**config.mk**
```make
export PLATFORM = sky130hd
export DESIGN_NAME = rx_char_align
export DESIGN_NICKNAME = d
export VERILOG_FILES = /design/src/rtl/rx_align_pkg.sv /design/src/rtl/ra_shift_win.sv /design/src/rtl/ra_phase_ctr.sv /design/src/rtl/ra_out_stage.sv /design/src/rtl/rx_char_align.sv
export SDC_FILE = /design/constraint.sdc
export NUM_CORES = 1
export LEC_CHECK = 0
export CAP_MARGIN = 20
export CORE_UTILIZATION = 56
export CTS_CLUSTER_SIZE = 20
export DETAILED_ROUTE_END_ITERATION = 12
export GPL_TIMING_DRIVEN = 0
export HOLD_SLACK_MARGIN = 0.12
export PLACE_DENSITY = 0.87
export SYNTH_ARGS = -nofsm -noshare
export SYNTH_HDL_FRONTEND = slang
export SYNTH_SLANG_ARGS = --single-unit
```
**constraint.sdc**
```tcl
create_clock -name clk -period 2.8 [get_ports clk]
set_input_delay 0.28 -clock clk [delete_from_list [all_inputs] [get_ports clk]]
set_output_delay 0.28 -clock clk [all_outputs]
set_load 0.05 [all_outputs]
```
**src/rtl/rx_align_pkg.sv**
```systemverilog
package rx_align_pkg;
   // Character width in bits
   localparam int unsigned CHAR_W = 10;
   // Length of the fixed prefix that marks a positive-disparity comma
   localparam int unsigned MARK_W = 7;
   // Prefix, bit i = i-th bit in arrival order: 0,0,1,1,1,1,1
   localparam logic [MARK_W-1:0] POS_MARK = 7'b1111100;
endpackage

```
**src/rtl/ra_shift_win.sv**
```systemverilog
module ra_shift_win #(
   parameter int unsigned       WORD_W   = 10,
   parameter int unsigned       MARK_W   = 7,
   parameter logic [MARK_W-1:0] MARK_PAT = '0
) (
   input  logic              clk,
   input  logic              rst_n,
   input  logic              bit_in,
   output logic [WORD_W-1:0] ripe_word,
   output logic              mark_seen
);
   // Two character slots: the newer slot is searched and the older one is
   // handed out, so a comma found now is complete in the output slot
   // exactly WORD_W clocks later.
   localparam int unsigned SR_W = 2 * WORD_W;

   logic [SR_W-1:0]   sr_q;
   logic [MARK_W-1:0] bit_eq;

   if (MARK_W > WORD_W) begin : g_bad_mark
      $error("ra_shift_win: MARK_W must not exceed WORD_W");
   end

   always_ff @(posedge clk or negedge rst_n) begin
      if (!rst_n) sr_q <= '0;
      else        sr_q <= {bit_in, sr_q[SR_W-1:1]};
   end

   // Oldest MARK_W bits of the search slot against the prefix
   for (genvar i = 0; i < MARK_W; i++) begin : g_cmp
      assign bit_eq[i] = (sr_q[WORD_W+i] == MARK_PAT[i]);
   end

   assign mark_seen = &bit_eq;
   assign ripe_word = sr_q[WORD_W-1:0];
endmodule

```
**src/rtl/ra_phase_ctr.sv**
```systemverilog
module ra_phase_ctr #(
   parameter int unsigned WORD_W = 10
) (
   input  logic clk,
   input  logic rst_n,
   input  logic restart,
   output logic at_edge
);
   localparam int unsigned CW   = (WORD_W > 2) ? $clog2(WORD_W) : 1;
   localparam int unsigned LAST = WORD_W - 1;

   logic [CW-1:0] cnt_q;

   if (WORD_W < 2) begin : g_bad_w
      $error("ra_phase_ctr: WORD_W must be at least 2");
   end

   assign at_edge = (cnt_q == CW'(LAST));

   // A restart pushes the next boundary a full word away; it never pulls it in
   always_ff @(posedge clk or negedge rst_n) begin
      if (!rst_n)                 cnt_q <= '0;
      else if (restart || at_edge) cnt_q <= '0;
      else                        cnt_q <= cnt_q + 1'b1;
   end
endmodule

```
**src/rtl/ra_out_stage.sv**
```systemverilog
module ra_out_stage #(
   parameter int unsigned WORD_W = 10
) (
   input  logic              clk,
   input  logic              rst_n,
   input  logic              boundary,
   input  logic              mark_hit,
   input  logic [WORD_W-1:0] word_in,
   output logic [WORD_W-1:0] word_q,
   output logic              vld_q,
   output logic              flag_q
);
   logic pend_q;

   // Remember a hit until the boundary that hands its character out
   always_ff @(posedge clk or negedge rst_n) begin
      if (!rst_n)        pend_q <= 1'b0;
      else if (mark_hit) pend_q <= 1'b1;
      else if (boundary) pend_q <= 1'b0;
   end

   always_ff @(posedge clk or negedge rst_n) begin
      if (!rst_n) begin
         word_q <= '0;
         vld_q  <= 1'b0;
         flag_q <= 1'b0;
      end else begin
         vld_q <= boundary;
         if (boundary) begin
            word_q <= word_in;
            flag_q <= pend_q;
         end
      end
   end
endmodule

```
**src/rtl/rx_char_align.sv**
```systemverilog
module rx_char_align #(
   parameter int unsigned       WORD_W   = rx_align_pkg::CHAR_W,
   parameter int unsigned       MARK_W   = rx_align_pkg::MARK_W,
   parameter logic [MARK_W-1:0] MARK_PAT = rx_align_pkg::POS_MARK
) (
   input  logic              clk,
   input  logic              rst_n,
   input  logic              ser_in,
   input  logic              sync_en,
   output logic [WORD_W-1:0] char_out,
   output logic              char_vld,
   output logic              sync_hit
);
   logic [WORD_W-1:0] ripe_word;
   logic              mark_seen;
   logic              mark_hit;
   logic              boundary;

   ra_shift_win #(
      .WORD_W  (WORD_W),
      .MARK_W  (MARK_W),
      .MARK_PAT(MARK_PAT)
   ) u_win (
      .clk      (clk),
      .rst_n    (rst_n),
      .bit_in   (ser_in),
      .ripe_word(ripe_word),
      .mark_seen(mark_seen)
   );

   // With the search off, nothing downstream can see a match
   assign mark_hit = sync_en & mark_seen;

   ra_phase_ctr #(.WORD_W(WORD_W)) u_phase (
      .clk    (clk),
      .rst_n  (rst_n),
      .restart(mark_hit),
      .at_edge(boundary)
   );

   ra_out_stage #(.WORD_W(WORD_W)) u_out (
      .clk     (clk),
      .rst_n   (rst_n),
      .boundary(boundary),
      .mark_hit(mark_hit),
      .word_in (ripe_word),
      .word_q  (char_out),
      .vld_q   (char_vld),
      .flag_q  (sync_hit)
   );
endmodule

```
==> impl_metrics.csv, run 1 <==
group,metric,value,unit
status,run_status,"finished clean",
die,initial_standard_cell_utilization_of_the_core,0.6083,
setup_path,critical_path.slowest_cell,"clkdlybuf4s50_1",
cells_and_area,layout-drive-gt1-share,0.2500,
detailed_routing,top_signal_layer_used,"met4",
detailed_routing,drc,0,
setup_path,worstSetupEndpointType,"output pin",
detailed_routing,vias,610,
power_and_ir_drop,power.density_cell_area,1208,nW/µm²
die,num_io_pins,16,
global_route,grt.overflow.total,0,
timing,period_minus_slack,1.804,ns
run,cap_violations,0,
power_and_ir_drop,total_leakage_power,0.7238,nW
timing,period_share,0.6442,
global_route,grt_start_max_net_pins,38,
die,fp-row-count,16,
logic_synthesis,mappedNetlistNets,74,
setup_path,crit_required,2.52,ns
clock_network,clk-insertion-delay-late,0.34,ns
setup_path,arrival,1.52,ns
logic_synthesis,synth_cell_type_count,18,
timing,timing.final.hold_violations,0,
timing,timing.final.max_slew_violations,0,
setup_path,crit_path_leading_delay_family,"buffers and inverters",
worst_hold_path,hold_path.class,"register to register",
clock_network,cts_buffers,5,
timing,setup_ws,0.9962,ns
power_and_ir_drop,power,1.822,mW
placed_design,place.port_buffers,15,
global_route,wire_length_of_the_first_global_routing_pass,3.091,mm
timing,max_slew.worst_pin.slew,0.7615,ns
setup_path,worstSetupPathType,"register to output pin",
timing,maxClockFrequency,554.4,MHz
logic_synthesis,ff_latch_count_synth,37,
die,die_area,2388,µm²
timing,setup_violations,0,
setup_path,total_buffers_and_inverters_traversed_by_the_critical_path,1,
clock_network,clock_sink_count,37,
die,chipHeight,48.87,µm
timing,finClkSkew,0.01054,ns
timing,grt_setup_unrepaired,"no",
die,floorplan.core_area,2022,µm²
logic_synthesis,area_of_the_mapped_netlist,1230,µm²
cells_and_area,fillerInstances,123,
detailed_routing,avgRoutedWirePerCell,14.23,µm
timing,setup-tns-final,0,ns
power_and_ir_drop,vdd_drop_max,0.0008135,V
clock_network,clock_transition_at_the_registers_of_the_reported_paths,0.11,ns
detailed_routing,route.detailed.vias_per_inst,5.126,
global_route,antenna_found_initial,0,
setup_path,worstSetupStartpointType,"register",
detailed_routing,met1Wirelength,726,µm
clock_network,tritoncts,"done",
cells_and_area,layout-area-overhead-vs-synth,22.58,%
timing,slew_headroom,0.4923,
detailed_routing,drtPass1Iterations,4,
cells_and_area,fin_nets,97,
clock_network,clk_root_buffer_cell,"clkbuf_4",
logic_synthesis,synth-seq-area-share,0.7528,
detailed_routing,total_met2_wirelength_after_detailed_routing,825,µm
logic_synthesis,synth_cells,68,
cells_and_area,fin_area,1508,µm²
detailed_routing,route.met3.wl,97,µm
setup_path,critical-path-max-stage-delay,0.81,ns
clock_network,h-tree-depth,2,
global_route,via_count_of_the_first_global_routing_pass,672,
detailed_routing,drt_iter0_drc,3,
logic_synthesis,syn_avg_cell_area,18.09,µm²
placed_design,detailed_place_hpwl,1.168,mm
setup_path,crit_chain,"clkdlybuf4s50_1",
global_route,total_routing_usage_reported_by_global_routing,0.1853,
clock_network,clock_tree.buffer_depth,2,
detailed_routing,routed_wl,1.693,mm
die,die_width,48.87,µm
cells_and_area,insertedDiodeCount,0,
setup_path,critical_path.max_fanout,2,
placed_design,place_ws,1.363,ns
placed_design,dpl_cell_area,1409,µm²
placed_design,place_congestion,0.6680,
detailed_routing,drt.antenna.violating_nets,0,
logic_synthesis,yosysWarningCount,0,
## stage by stage
| stage | hold slack, ns | utilization | std cells |
|---|---|---|---|
| after CTS | 0.3674 | 0.7457 | 119 |
| after floorplan | -0.01559 | - | 68 |
| after global routing | 0.3559 | 0.7457 | 119 |
| after global placement | 0.3367 | 0.6993 | 110 |
| after detailed placement | 0.3370 | 0.6968 | 110 |
| final | 0.3636 | 0.7457 | 119 |
## path summary, 6_finish.rpt
kind                                  start              end  slack [ns]  depth (start not counted)
max                         u_out.word_q[8]      char_out[8]         1.0                          1
min reg2reg                  u_win.sr_q[18]   u_win.sr_q[17]        0.36                          0
max reg2reg                u_phase.cnt_q[0]  u_out.word_q[8]        1.39                          4
min in group asynchronous             rst_n    u_win.sr_q[9]        0.55                          2
max in group asynchronous             rst_n   u_win.sr_q[13]        1.77                          2
min                          u_win.sr_q[18]   u_win.sr_q[17]        0.36                          0
## logic make-up (layout without fill, tap and decap cells)
| kind of cell | Yosys count | after routing | share of synthesized area |
|---|---|---|---|
| flip-flops | 37 | 37 | 0.7528 |
| multiplexers | 11 | 11 | 0.1221 |
| AND/OR/NAND/NOR | 11 | 11 | 0.06408 |
| AO/OA/AOI/OAI | 3 | 3 | 0.01832 |
| buffers and inverters | 3 | 27 | 0.01526 |
| adder cells (fa/ha/maj) | 2 | 2 | 0.02034 |
| XOR/XNOR | 1 | 1 | 0.007122 |
## cell usage after synthesis
cell / number / area [µm²]
dfrtp_1: 37 / 925.9
mux2_4: 7 / 105.1
mux2_2: 4 / 45.04
nor2_1: 4 / 15.01
ha_1: 2 / 25.02
inv_1: 2 / 7.510
a21o_1: 1 / 7.510
a31oi_1: 1 / 6.260
buf_6: 1 / 11.26
nand2_1: 1 / 3.750
nand3_1: 1 / 5.000
nand3b_4: 1 / 20.02
nand4_1: 1 / 6.260
nand4b_1: 1 / 8.760
nand4bb_1: 1 / 11.26
o21ai_2: 1 / 8.760
or3b_1: 1 / 8.760
xnor2_1: 1 / 8.760
## sequential cells by signal, indices dropped and copies added (netlist names)
signal,flops
u_win.sr_q,20
u_out.word_q,10
u_phase.cnt_q,4
u_out.flag_q,1
u_out.pend_q,1
u_out.vld_q,1
## per-layer routing
layer | GRT usage | vias up
met5 | 0 | -
met4 | 0.08824 | 0
met3 | 0.09657 | 5
met2 | 0.2894 | 22
met1 | 0.2097 | 305
li1 | - | 278
## report_power, final
group	internal, mW	leakage [nW]	switching [mW]	total, mW
Combinational	0.300	0.235	0.402	0.702
Clock	0.212	0.0445	0.168	0.380
Sequential	0.657	0.444	0.0838	0.740
## timing repair
action | 4_1_cts | 5_1_grt
resized for setup | 0 | 0
hold buffers | 1 | 0
setup buffers | 0 | 0
hold endpoints to repair | 37 | 0
## layout make-up
class                           count  area (µm²)  share of cell area
Clock buffer                        6       51.30             0.03402
Inverter                            2       7.507            0.004979
Clock inverter                      2       37.54             0.02490
Multi-Input combinational cell     28       285.3              0.1892
Tap cell                           27       33.78             0.02241
Sequential cell                    37       925.9              0.6141
Timing Repair Buffer               16       155.1              0.1029
Buffer                              1       11.26            0.007469
## worst register-to-register path, cell delays in order (launching register included)
cell	delay (ns)
dfrtp_1	0.43
ha_1	0.26
nand3b_4	0.13
buf_6	0.18
mux2_4	0.32
## layout by cell type (no fill, tap or decap)
cell type / instances
nand4_1: 1
clkbuf_4: 5
nand3_1: 1
buf_2: 1
a21o_1: 1
clkinvlp_4: 1
nand4bb_1: 1
buf_6: 1
xnor2_1: 1
nand2_1: 1
nand3b_4: 1
nor2_1: 4
or3b_1: 1
clkbuf_8: 1
mux2_2: 4
dfrtp_1: 37
mux2_4: 7
nand4b_1: 1
o21ai_2: 1
inv_1: 2
a31oi_1: 1
bufinv_16: 1
ha_1: 2
dlygate4sd3_1: 1
clkdlybuf4s50_1: 14
(Power assumes the default switching activity.)
==> run 2, diff against run 1 <==
- CORE_UTILIZATION: 56 -> 52
- PLACE_DENSITY: 0.87 -> 0.82
- clock period: 2.8 -> 1.7 ns (I/O delays scaled with it)
==> impl_metrics.csv, run 2 (synthesis results as in run 1) <==
group,metric,value,unit
cells_and_area,largest_register,"u_win.sr_q",
setup_path,worstSetupStartpointType,"register",
detailed_routing,drt_iter0_drc,1,
timing,slew_headroom,0.4854,
power_and_ir_drop,vdd_drop_max,0.0009997,V
global_route,grt_start_max_net_pins,38,
die,floorplan.core_area,2212,µm²
placed_design,place_congestion,0.6748,
timing,maxClockFrequency,612.0,MHz
cells_and_area,fin_nets,97,
clock_network,clock_sink_count,37,
die,chipHeight,50.64,µm
status,run_status,"finished clean",
setup_path,crit_path_leading_delay_family,"buffers and inverters",
setup_path,worstSetupPathType,"register to output pin",
clock_network,clk-insertion-delay-late,0.33,ns
power_and_ir_drop,power.density_cell_area,1862,nW/µm²
clock_network,postCtsSetupRepairBufs,0,
detailed_routing,avgRoutedWirePerCell,13.26,µm
setup_path,crit_required,1.53,ns
timing,timing.final.hold_violations,0,
timing,max_slew.worst_pin.slew,0.7719,ns
setup_path,critical_path.slowest_cell,"clkdlybuf4s50_1",
setup_path,critical_path.max_fanout,1,
cells_and_area,fillerInstances,161,
timing,finClkSkew,0.01354,ns
detailed_routing,drtPass1Iterations,3,
clock_network,cts_buffers,5,
setup_path,crit_chain,"clkdlybuf4s50_1",
power_and_ir_drop,total_leakage_power,0.8447,nW
detailed_routing,drc,0,
detailed_routing,drt.antenna.violating_nets,0,
cells_and_area,largest_register_ffs,20,
clock_network,clock_transition_at_the_registers_of_the_reported_paths,0.11,ns
timing,period_minus_slack,1.634,ns
setup_path,arrival,1.46,ns
timing,timing.final.max_slew_violations,0,
cells_and_area,final_common_cell,"dfrtp_1",
detailed_routing,vias,578,
placed_design,detailed_place_hpwl,1.039,mm
cells_and_area,finalNonFillerCells,120,
cells_and_area,top_regs,"u_win.sr_q (20), u_out.word_q (10), u_phase.cnt_q (4)",
die,fp-row-count,17,
die,initial_standard_cell_utilization_of_the_core,0.5560,
placed_design,dpl_cell_area,1410,µm²
worst_hold_path,hold_path.class,"input pin to register",
clock_network,tritoncts,"done",
die,num_io_pins,16,
die,die_width,50.64,µm
setup_path,critical-path-max-stage-delay,0.79,ns
cells_and_area,most-common-layout-cells,"37 x dfrtp_1, 10 x dlymetal6s2s_1, 7 x mux2_4, 5 x clkbuf_4",
placed_design,place.port_buffers,15,
global_route,total_routing_usage_reported_by_global_routing,0.1549,
die,die_area,2564,µm²
detailed_routing,routed_wl,1.591,mm
placed_design,placed_cells,111,
run,cap_violations,0,
global_route,antenna_found_initial,0,
detailed_routing,route.detailed.vias_per_inst,4.817,
cells_and_area,layout.core_utilization,0.6821,
global_route,grt.overflow.total,0,
timing,period_share,0.9611,
setup_path,total_buffers_and_inverters_traversed_by_the_critical_path,1,
clock_network,h-tree-depth,2,
clock_network,clock_tree.buffer_depth,2,
global_route,wire_length_of_the_first_global_routing_pass,2.753,mm
cells_and_area,fin_area,1509,µm²
cells_and_area,ff_latch_area,925.9,µm²
cells_and_area,layout-drive-gt1-share,0.2500,
timing,grt_setup_unrepaired,"no",
clock_network,clk_root_buffer_cell,"clkbuf_4",
setup_path,worstSetupEndpointType,"output pin",
placed_design,place_ws,0.2800,ns
cells_and_area,layout-area-overhead-vs-synth,22.69,%
cells_and_area,area_occupied_by_multi_input_gates,285.3,µm²
global_route,via_count_of_the_first_global_routing_pass,608,
cells_and_area,insertedDiodeCount,0,
timing,setup_violations,0,
timing,setup_ws,0.06611,ns
==> run 2: where the power goes <==
part | internal (mW) | switching, mW
Sequential | 1.08 | 0.128
Combinational | 0.474 | 0.660
Clock | 0.202 | 0.266
Total | 1.76 | 1.05
==> run 2: path summary, 6_finish.rpt <==
check                             endpoint  slack [ns]             start  cells past startpoint
min reg2reg                 u_win.sr_q[17]        0.37    u_win.sr_q[18]                      0
min                         u_win.sr_q[19]        0.27            ser_in                      1
min in group asynchronous    u_win.sr_q[2]        0.45             rst_n                      2
max                               char_vld        0.07       u_out.vld_q                      1
max reg2reg                u_out.word_q[2]        0.27  u_phase.cnt_q[0]                      4
max in group asynchronous    u_win.sr_q[1]        0.76             rst_n                      2
==> run 2: what timing repair did <==
action                                  CTS  global route
endpoints found under the setup margin    1            10
hold buffers                              1             0
hold endpoints to repair                 37             0
resized for setup                         1            10
==> run 2: area by class of cell <==
cell class,count,area share
Multi-Input combinational cell,28,0.1891
Clock inverter,2,0.009121
Timing Repair Buffer,16,0.1186
Sequential cell,37,0.6136
Buffer,1,0.007463
Clock buffer,6,0.03400
Inverter,2,0.004975
Tap cell,28,0.02322
==> run 2: metrics by stage <==
step / TNS [ns] / total power [mW] / hold WS, ns
final: 0 / 2.810 / 0.2698
after global routing: 0 / 2.971 / 0.2458
after CTS: 0 / 2.854 / 0.2564
after detailed placement: 0 / 2.390 / 0.2919
after global placement: -8.752 / 2.352 / 0.3365
after floorplan: 0 / 2.043 / -0.1256
==> run 2: per-layer routing <==
layer	vias to the layer above	wire length, µm	global-route usage
li1	275	-	-
met1	283	769	0.2160
met2	18	711	0.2044
met3	2	90	0.06364
met4	0	20	0.08333
met5	-	0	0
==> run 3, diff against run 2 <==
- SETUP_SLACK_MARGIN: not set -> 0.2
==> impl_metrics.csv, run 3 (synthesis results as in run 1) <==
group,metric,value,unit
power_and_ir_drop,clockPowerShare,0.170,
setup_path,critical_path.slowest_cell,"dlygate4sd2_1",
timing,max_slew.worst_pin.slew,0.7788,ns
setup_path,critical-path-max-stage-delay,0.55,ns
clock_network,clock_sink_count,37,
global_route,wire_length_of_the_first_global_routing_pass,2.753,mm
placed_design,placed_cells,111,
placed_design,place_ws,0.2800,ns
setup_path,worstSetupEndpointType,"output pin",
global_route,grt.overflow.total,0,
timing,setup_violations,0,
cells_and_area,fillerInstances,168,
detailed_routing,drt_iter0_drc,1,
cells_and_area,most-common-layout-cells,"37 x dfrtp_1, 12 x dlygate4sd2_1, 7 x mux2_4, 5 x clkbuf_4",
die,die_width,50.64,µm
setup_path,crit_path_leading_delay_family,"buffers and inverters",
setup_path,crit_required,1.53,ns
die,fp-row-count,17,
clock_network,clk-insertion-delay-late,0.33,ns
clock_network,tritoncts,"done",
clock_network,cts_buffers,5,
power_and_ir_drop,netSwitchingFraction,0.3830,
setup_path,crit_chain,"dlygate4sd2_1",
timing,timing.final.max_slew_violations,0,
clock_network,h-tree-depth,2,
timing,maxClockFrequency,696.7,MHz
placed_design,dpl_cell_area,1410,µm²
setup_path,worstSetupPathType,"register to output pin",
clock_network,clock_transition_at_the_registers_of_the_reported_paths,0.11,ns
die,initial_standard_cell_utilization_of_the_core,0.5560,
global_route,grt_start_max_net_pins,38,
detailed_routing,route.detailed.vias_per_inst,4.744,
die,die_area,2564,µm²
worst_hold_path,hold_path.class,"input pin to register",
setup_path,critical_path.max_fanout,2,
power_and_ir_drop,power.density_cell_area,1863,nW/µm²
global_route,via_count_of_the_first_global_routing_pass,608,
power_and_ir_drop,power.sequential.fraction,0.438,
die,num_io_pins,16,
setup_path,total_buffers_and_inverters_traversed_by_the_critical_path,1,
clock_network,clock_tree.buffer_depth,2,
timing,grt_setup_unrepaired,"no",
timing,setup_ws,0.2646,ns
setup_path,arrival,1.27,ns
cells_and_area,layout-drive-gt1-share,0.2581,
status,run_status,"finished clean",
timing,finClkSkew,0.01620,ns
timing,fin_worst_hold_slack,0.2703,ns
placed_design,detailed_place_hpwl,1.039,mm
timing,slew_headroom,0.4808,
power_and_ir_drop,netSwitchingPower,1.055,mW
timing,timing.final.hold_violations,0,
die,floorplan.core_area,2212,µm²
die,chipHeight,50.64,µm
cells_and_area,final_common_cell,"dfrtp_1",
cells_and_area,largest_register_ffs,20,
detailed_routing,drtPass1Iterations,2,
timing,period_minus_slack,1.435,ns
cells_and_area,top_regs,"u_win.sr_q (20), u_out.word_q (10), u_phase.cnt_q (4)",
detailed_routing,drc,0,
cells_and_area,insertedDiodeCount,0,
cells_and_area,largest_register,"u_win.sr_q",
cells_and_area,layout-area-overhead-vs-synth,20.14,%
cells_and_area,fin_area,1478,µm²
detailed_routing,avgRoutedWirePerCell,13.17,µm
global_route,total_routing_usage_reported_by_global_routing,0.1549,
detailed_routing,routed_wl,1.593,mm
detailed_routing,vias,574,
power_and_ir_drop,power_frac_comb,0.392,
detailed_routing,drt.antenna.violating_nets,0,
cells_and_area,fin_nets,98,
global_route,antenna_found_initial,0,
power_and_ir_drop,vdd_drop_max,0.001005,V
run,cap_violations,0,
power_and_ir_drop,total_leakage_power,0.7547,nW
timing,period_share,0.8443,
cells_and_area,finalNonFillerCells,121,
placed_design,place.port_buffers,15,
setup_path,worstSetupStartpointType,"register",
placed_design,place_congestion,0.6748,
clock_network,clk_root_buffer_cell,"clkbuf_4",
power_and_ir_drop,power_report.internal_total,1.699,mW
## run 3: changes by cell type in the layout (fill, tap and decap cells not counted)
cell	before	now
dlygate4sd2_1	1	12
clkdlybuf4s50_1	3	2
buf_4	0	1
dlymetal6s2s_1	10	0
## run 3: final cells by class
| cell class | instances | area (µm²) | area share |
|---|---|---|---|
| Multi-Input combinational cell | 28 | 285.3 | 0.1931 |
| Clock inverter | 2 | 13.76 | 0.009314 |
| Inverter | 2 | 7.507 | 0.005080 |
| Sequential cell | 37 | 925.9 | 0.6266 |
| Timing Repair Buffer | 17 | 147.6 | 0.09992 |
| Buffer | 1 | 11.26 | 0.007621 |
| Tap cell | 28 | 35.03 | 0.02371 |
| Clock buffer | 6 | 51.30 | 0.03472 |
## run 3: repair_timing
item,4_1_cts,5_1_grt
resized for setup,12,0
hold buffers,1,0
cloned,0,0
setup buffers,0,1
endpoints found under the hold margin,37,0
setup endpoints to repair,12,1
## run 3: final timing paths
kind,from,end,slack (ns),cells after the start
max,u_out.word_q[6],char_out[6],0.26,1
min,ser_in,u_win.sr_q[19],0.27,1
max reg2reg,u_phase.cnt_q[1],u_out.word_q[2],0.29,5
min reg2reg,u_win.sr_q[17],u_win.sr_q[16],0.36,0
max in group asynchronous,rst_n,u_win.sr_q[1],0.76,2
min in group asynchronous,rst_n,u_win.sr_q[2],0.44,2
## run 3: stage by stage
step / power, mW / util / TNS, ns
after floorplan: 2.043 / - / 0
after global placement: 2.352 / 0.6397 / -8.752
after detailed placement: 2.390 / 0.6374 / 0
after CTS: 2.770 / 0.6646 / 0
after global routing: 2.916 / 0.6680 / 0
final: 2.753 / 0.6680 / 0
## run 3: power groups by stage
stage	clock network [mW]	registers [mW]	logic, mW
detailed placement	0	1.23	1.16
finish	0.468	1.21	1.08
global placement	0	1.22	1.13
CTS	0.482	1.21	1.08
global route	0.534	1.24	1.15
floorplan	0	1.65	0.393
## run 3: per-layer routing
metal / global-route usage / vias up / share of wire
met5: 0 / - / 0
met4: 0.08333 / 0 / 0.0088
met3: 0.06364 / 2 / 0.055
met2: 0.2044 / 18 / 0.44
met1: 0.2160 / 277 / 0.49
li1: - / 277 / -
